## config.mk

```make
export PLATFORM = sky130hd
export DESIGN_NAME = lane_pattern_gen
export DESIGN_NICKNAME = d
export VERILOG_FILES = /design/src/rtl/lane_pattern_gen.sv
export SDC_FILE = /design/constraint.sdc
export NUM_CORES = 1
export LEC_CHECK = 0
export BUFFER_PORTS_ARGS = -buffer_cell sky130_fd_sc_hd__buf_2
export CAP_MARGIN = 30
export CORE_MARGIN = 5
export CORE_UTILIZATION = 44
export DETAILED_ROUTE_END_ITERATION = 10
export PLACE_DENSITY = 0.85
export RECOVER_POWER = 25
export SKIP_CTS_REPAIR_TIMING = 1
export SYNTH_ARGS = -nofsm -noshare
export SYNTH_HDL_FRONTEND = slang
export SYNTH_SLANG_ARGS = --single-unit
```

## constraint.sdc

```tcl
create_clock -name clk -period 3.4 [get_ports clk]
set_clock_uncertainty 0.1 [all_clocks]
set_input_delay 0.17 -clock clk [delete_from_list [all_inputs] [get_ports clk]]
set_output_delay 0.17 -clock clk [all_outputs]
set_load 0.005 [all_outputs]
```

## src/rtl/lane_pattern_gen.sv

```systemverilog
module lane_pattern_gen #(
  parameter int LANES     = 4,
  parameter int BURST_LEN = 16
) (
  input  logic                  clk,
  input  logic                  rst_n,
  input  logic                  enable,
  input  logic                  burst_mode,
  input  logic                  ready,
  output logic                  valid,
  output logic                  sob,
  output logic                  eob,
  output logic [LANES*64-1:0]   data
);
  localparam int BEAT_W = (BURST_LEN > 1) ? $clog2(BURST_LEN) : 1;
  localparam logic [BEAT_W-1:0] LAST_BEAT = BEAT_W'(BURST_LEN - 1);

  if (LANES < 1 || LANES > 32) begin : g_lane_range
    $error("LANES must be between 1 and 32");
  end

  logic              mode_q;
  logic [BEAT_W-1:0] beat_q;
  logic [26:0]       burst_q;
  logic [31:0]       word_q;

  wire accept   = valid && ready;
  wire last     = mode_q && (beat_q == LAST_BEAT);
  wire idle_off = !valid && !enable;

  assign sob = valid && mode_q && (beat_q == '0);
  assign eob = valid && last;

  for (genvar g = 0; g < LANES; g++) begin : g_lane
    assign data[g*64 +: 64] = {5'(g), burst_q, word_q};
  end

  always_ff @(posedge clk or negedge rst_n) begin
    if (!rst_n) begin
      valid   <= 1'b0;
      mode_q  <= 1'b1;
      beat_q  <= '0;
      burst_q <= 27'd1;
      word_q  <= 32'd1;
    end else begin
      if (accept) begin
        word_q <= word_q + 32'd1;
        valid  <= enable && !last;
        if (mode_q) begin
          if (last) begin
            beat_q  <= '0;
            burst_q <= burst_q + 27'd1;
          end else begin
            beat_q <= beat_q + 1'b1;
          end
        end
      end else if (!valid) begin
        valid <= enable;
      end
      if (idle_off) begin
        mode_q <= burst_mode;
        if (burst_mode != mode_q) begin
          beat_q  <= '0;
          burst_q <= 27'd1;
        end
      end
    end
  end


  stall_hold_chk: assert property (@(posedge clk) disable iff (!rst_n)
    valid && !ready |=> valid && $stable(data) && $stable(sob) && $stable(eob));


  word_step_chk: assert property (@(posedge clk) disable iff (!rst_n)
    accept |=> word_q == $past(word_q) + 32'd1);


  gap_after_eob_chk: assert property (@(posedge clk) disable iff (!rst_n)
    eob && ready |=> !valid && burst_q == $past(burst_q) + 27'd1);


  cont_flat_chk: assert property (@(posedge clk) disable iff (!rst_n)
    !mode_q |-> burst_q == 27'd1 && !sob && !eob);


  stop_when_off_chk: assert property (@(posedge clk) disable iff (!rst_n)
    !valid && !enable |=> !valid);


  flags_need_valid_chk: assert property (@(posedge clk) disable iff (!rst_n)
    (sob || eob) |-> valid && mode_q);
endmodule

```

Yosys cells after proc, flatten, opt, wreduce, memory -nomap -nowiden
Cells that the tools add are included.
{"block": "word_totals", "ff_bits": 65, "in_bits": 5, "output_inout_bits": 259, "wordCells": 33}
{"block": "op_classes", "add_sub_neg": 3, "n_eq_ne": 2, "muxes": 12, "n_reduce_logical": 11}
{"cell": "two-way mux 27 bit", "count": 5}
{"cell": "adder 32 x 1 -> 32 bit, second input constant", "count": 1}
{"cell": "adder 27 x 1 -> 27 bit, second input constant", "count": 1}
{"cell": "two-way mux 4 bit", "count": 5}
{"cell": "logical AND 1 bit", "count": 7}
{"cell": "adder 4 x 1 -> 4 bit, second input constant", "count": 1}
{"cell": "== test 4 bit, second input constant", "count": 1}
{"cell": "zero test 4 bit", "count": 1}
{"cell": "zero test 1 bit", "count": 3}
{"cell": "two-way mux 1 bit", "count": 2}
{"cell": "!= test 1 bit", "count": 1}

Longest topological paths before layout
{"block": "logic_depth", "ltp_word": 7, "ltp_mapped": 6, "ltp_nobuf": 5}

Least setup slack after synthesis
Ideal clock, no wire load.
{"block": "synth_timing", "path_type": "register to register", "from": "register burst_q[0]", "to": "register burst_q[18]", "setup_ns": 0.078, "t_arrival_ns": 1.953, "required_time_ns": 3.222, "setup_slack_ns": 1.269, "path_stages_with_launch": 7, "path_buffers": 1, "synth_period_minus_slack_ns": 2.131, "cell_sequence": "dfstp_2 ha_1 nand3_1 or3_1 clkbuf_1 or4_1 a21oi_1"}
{"block": "synth_via", "elab_chain_cells": 6}
{"element": "from (decl)", "line_no": "24", "source": "logic [26:0] burst_q;"}
{"element": "from (signal assigned)", "line_no": "52", "source": "burst_q <= burst_q + 27'd1;"}
{"element": "adder 27 x 1 -> 27 bit *", "line_no": "52"}
{"element": "two-way mux 27 bit *", "line_no": "50", "source": "if (last) begin"}
{"element": "two-way mux 27 bit *", "line_no": "49", "source": "if (mode_q) begin"}
{"element": "two-way mux 27 bit *", "line_no": "46", "source": "if (accept) begin"}
{"element": "two-way mux 27 bit", "line_no": "62", "source": "if (burst_mode != mode_q) begin"}
{"element": "two-way mux 27 bit *", "line_no": "60", "source": "if (idle_off) begin"}
Mark *: on every way between the ends. The rest lies on a longest branch, timed or not.
A chain may end at the register's enable or synchronous reset.

Worst setup path after layout
{"block": "layout_timing", "from": "register beat_q[0]", "to": "register burst_q[11]"}
{"block": "layout_via", "elab_chain_cells": 7}
{"element": "from (decl)", "line_no": "23", "source": "logic [BEAT_W-1:0] beat_q;"}
{"element": "from (signal assigned)", "line_no": "54", "source": "beat_q <= beat_q + 1'b1;"}
{"element": "== test 4 bit *", "line_no": "28", "source": "wire last = mode_q && (beat_q == LAST_BEAT);"}
{"element": "logical AND 1 bit *", "line_no": "28"}
{"element": "two-way mux 27 bit *", "line_no": "50"}
{"element": "two-way mux 27 bit *", "line_no": "49"}
{"element": "two-way mux 27 bit *", "line_no": "46"}
{"element": "two-way mux 27 bit", "line_no": "62"}
{"element": "two-way mux 27 bit *", "line_no": "60"}
Marks and branches as above.

==> results <==
- Headroom to the max-slew limit came out at about 49%.
- The post-synthesis share of cell area spent on full adders, half adders and majority gates is about 1.1%.
- The part of the total power dissipated in combinational logic is 16.6%.
- Of the total power, registers draw 48.2%.
- Sequential cells were found to cover between 30% and 40% of the synthesized design area.
- In the synthesized netlist, mux cells make up 0.897% of the area.
- The areal power density over the cells is 400 nW/um^2.
- The total number of H-tree levels is 3.
- The effective utilization at floorplan is approximately 44%.
- For this run, the post-layout net count is just over 600.
- Setup violations remaining at the end of the flow were counted as 0.
- STA classifies the critical path startpoint as a flop.
- The total congestion overflow is 0.
- The number of warning messages in the yosys log is 0.
- The main combinational cell family by area after synthesis is buffers and inverters.
- The average detailed-routed wire length per instance is approximately 16 um.
- The die boundary height is 114 um.
- After synthesis, the mean cell area works out to around 8.9 um^2.
- The setup TNS is 0 ns.
- 0 antenna diodes ended up in the layout.
- The finished layout holds 744 standard cells, fillers aside.
- The upper clock frequency limit is around 420 MHz.
- The tool flagged a number of max-cap violations equal to 0.
- Across every metal layer, demand over resource in global routing totals between 10% and 20%.
- TritonCTS built the clock tree.
- The async set-or-reset flop fraction in the synthesized netlist is 100%.
- STA classifies the critical path endpoint as a flop.
- The shortest period the worst path allows is around 2.4 ns.
- For this block, the initial DRC count from the detailed router was approximately 180.
- In this run, placement finished with an instance count of 727.
- The number of global-route vias before repair is about 3200.
- The port buffer count is roughly 240.
- In this run the count of I/O pins placed on the die edge is approximately 260.
- The path category of the worst min-delay check is input port to flop.
- Relative to the synthesized area, the layout overhead comes to 3.62%.
- The net load switching power is ~0.00057 W.
- The leading cell type by number of instances after synthesis is buf_4.
- For the pin with the worst max-slew slack, the measured transition is between 0.7 and 0.8 ns.
- The core region is 10700 um^2.
- The clock sink count is 65.
- For this block, the via count after detailed routing is about 3700.
- The internal power of the cells totals between 0.001 and 0.0015 W.
- The number of buffers created by CTS is 9.
- Once layout is complete, the utilization of the core stands at 45.9%.
- The final period utilization is just over 70%.
- In this run, synthesis produced a sequential element count of between 60 and 70.
- The flow ran to the end, but the final reports show violations.
- The total power after layout is 0.00196 W.
- The mapped netlist covers around 4700 um^2.
- The ratio of routed vias to standard cells is roughly 4.9.
- The wire length of the first global-routing pass is between 15 and 20 mm.
- At the worst endpoint, the arrival time is 2.57 ns.
- After detailed routing, the number of remaining DRC violations is 0.
- For this design the static power due to leakage is ~2.8 nW.
- The number of antenna violations at the first check in global routing is 0.
- The worst-skew pair later-pin latency is approximately 0.33 ns.
- The distinct cell type count of the synthesized netlist is 33.
- The maximum number of pins on one net before global-route repair is 36.
- Per report_power, the clock group accounts for between 30% and 40% of the total.
- The fraction of synthesized cell area in xor and xnor cells is under 10%.
- The first detailed-routing pass ran for 4 iterations.
- The worst-case hold slack is -0.000912 ns.
- The final-report hold violation count is 1.
- Data on the critical path is required at its endpoint by 3.56 ns.
- The count of mapped cells out of synthesis is ~530.
- The number of placement rows is 38.
- The commonest cells after synthesis are 197 x buf_4, 62 x dfrtp_1, 25 x nand2_1.
- The synthesized netlist devotes between 4 and 5% of its cell area to compound gates.
- For this run, the leading register cell type out of synthesis is dfrtp_1.
- The area share of the largest cell type after synthesis is between 30% and 40%.
- Ranked by total cell area, the synthesized netlist is headed by dfrtp_1 33%, buf_4 31%, xor2_1 4.1%.
- The synthesized design contains 0 enable-type register cells.
- Setup repair after global routing left no endpoint under its margin.
- The die area is 13000 um^2.
- The die width is about 110 um.
- The count of nets left with antenna violations once routing finished came out at 0.
- The half-perimeter wire length after placement is 8.95 mm.
- The highest ir drop seen on vdd is ~0.19 mV.
- Clock tree synthesis selected as its root buffer the cell clkbuf_8.
- The final reports fail on hold timing.
- Of the total power, the share spent switching nets is 29.0%.
- Routability-driven placement finished with a final weighted congestion of roughly 0.8.
- dfrtp_1 takes more of the synthesized area than any other cell.
- The top fanout value on the critical path is 13.
- The fraction of final layout cells with drive strength greater than 1 is 42.4%.
- The final-report max-slew violation count is 0.
- The wire length reported by the detailed router is between 10 and 15 mm.
- Clock-pin slew was measured on the worst setup and hold paths at 0.07 ns.
- The area share of and/or/nand/nor cells after synthesis is 17.7%.
- The worst setup path is of the flop to flop kind.
- The clock passes through at most 2 buffers.
==> critical path, stage by stage (launching register included) <==
cell     delay (ns)
dfrtp_1        0.42
ha_1           0.21
nand4_1        0.28
or3_1          0.65
or4_1          0.53
a21oi_1        0.15
==> path summary, 6_finish.rpt <==
| path | endpoint | slack (ns) | depth (start not counted) | from |
|---|---|---|---|---|
| min in group asynchronous | burst_q[3]$_DFF_PN0_ | 0.32 | 2 | rst_n |
| worst min-delay path | valid$_DFF_PN0_ | -0.0009 | 3 | enable |
| worst min register to register | word_q[26]$_DFFE_PN0P_ | 0.44 | 1 | word_q[26]$_DFFE_PN0P_ |
| worst max register to register | burst_q[11]$_DFF_PN0_ | 1.0 | 5 | beat_q[0]$_DFF_PN0_ |
| max in group asynchronous | word_q[10]$_DFFE_PN0P_ | 1.92 | 4 | rst_n |
| worst max-delay path | burst_q[11]$_DFF_PN0_ | 1.0 | 5 | beat_q[0]$_DFF_PN0_ |
==> registers in the layout (all words and copies together) (netlist names) <==
register	flops
word_q	32
burst_q	27
beat_q	4
mode_q	1
valid	1
==> power by group through the flow <==
stage                     Combinational, W  Clock [W]  Sequential [W]
after global placement            0.000318          0        0.000957
after CTS                         0.000334   0.000711        0.000947
after floorplan                   0.000292          0        0.000934
after global routing              0.000370   0.000742        0.000961
final                             0.000326   0.000692        0.000947
after detailed placement          0.000331          0        0.000962
==> cells by family after synthesis <==
| logic type | Yosys count |
|---|---|
| buffers and inverters | 222 |
| adders and majority gates | 4 |
| AOI/OAI and AO/OA | 41 |
| xor gates and xnor gates | 41 |
| other | 2 |
| DFF | 65 |
| muxes | 4 |
| and+or+nand+nor | 152 |
==> cell type report <==
| cell class | count | area (um^2) |
|---|---|---|
| multi-input cells | 262 | 1600 |
| well taps | 140 | 175 |
| inverters | 14 | 52.6 |
| fillers | 1070 | 5790 |
| flip-flops and latches | 65 | 1630 |
| clock inverters | 2 | 35.0 |
| repair buffers | 247 | 1240 |
| clock buffers | 14 | 173 |
==> cells in the final DEF (no fill, tap or decap), types with 3 or more instances in the layout <==
cell        n
and2_1      3
nor3_1     17
clkbuf_8   12
xnor2_1    19
or4_1      12
nand4_1    17
inv_1      14
nand3_1    20
o31ai_1     9
dfrtp_1    62
conb_1     20
o21ai_0    10
and3_1      8
clkbuf_1   15
or3_1       8
dfstp_2     3
ha_1        4
or2_2       3
nor2_1     20
nor4_1      7
and4_1      6
xor2_1     22
a21oi_1    20
buf_2     229
nand2_1    25
==> metal layers <==
metal  wire length (um)  share of wire, %  track usage [%]
met4                116               1.0             5.54
met2               6040                52             29.8
met3               1070               9.2             3.40
met5                  0                 0                0
met1               4390                38             19.8
==> through the flow <==
| step | cell area (um^2) | setup slack [ns] |
|---|---|---|
| 3_3_place_gp | 4690 | 1.07 |
| 5_1_grt | 4910 | 0.798 |
| 4_1_cts | 4920 | 0.999 |
| 6_report | 4910 | 0.997 |
| 3_5_place_dp | 4710 | 1.03 |
| 2_1_floorplan | 4810 | 1.27 |
(Power assumes the default switching activity.)
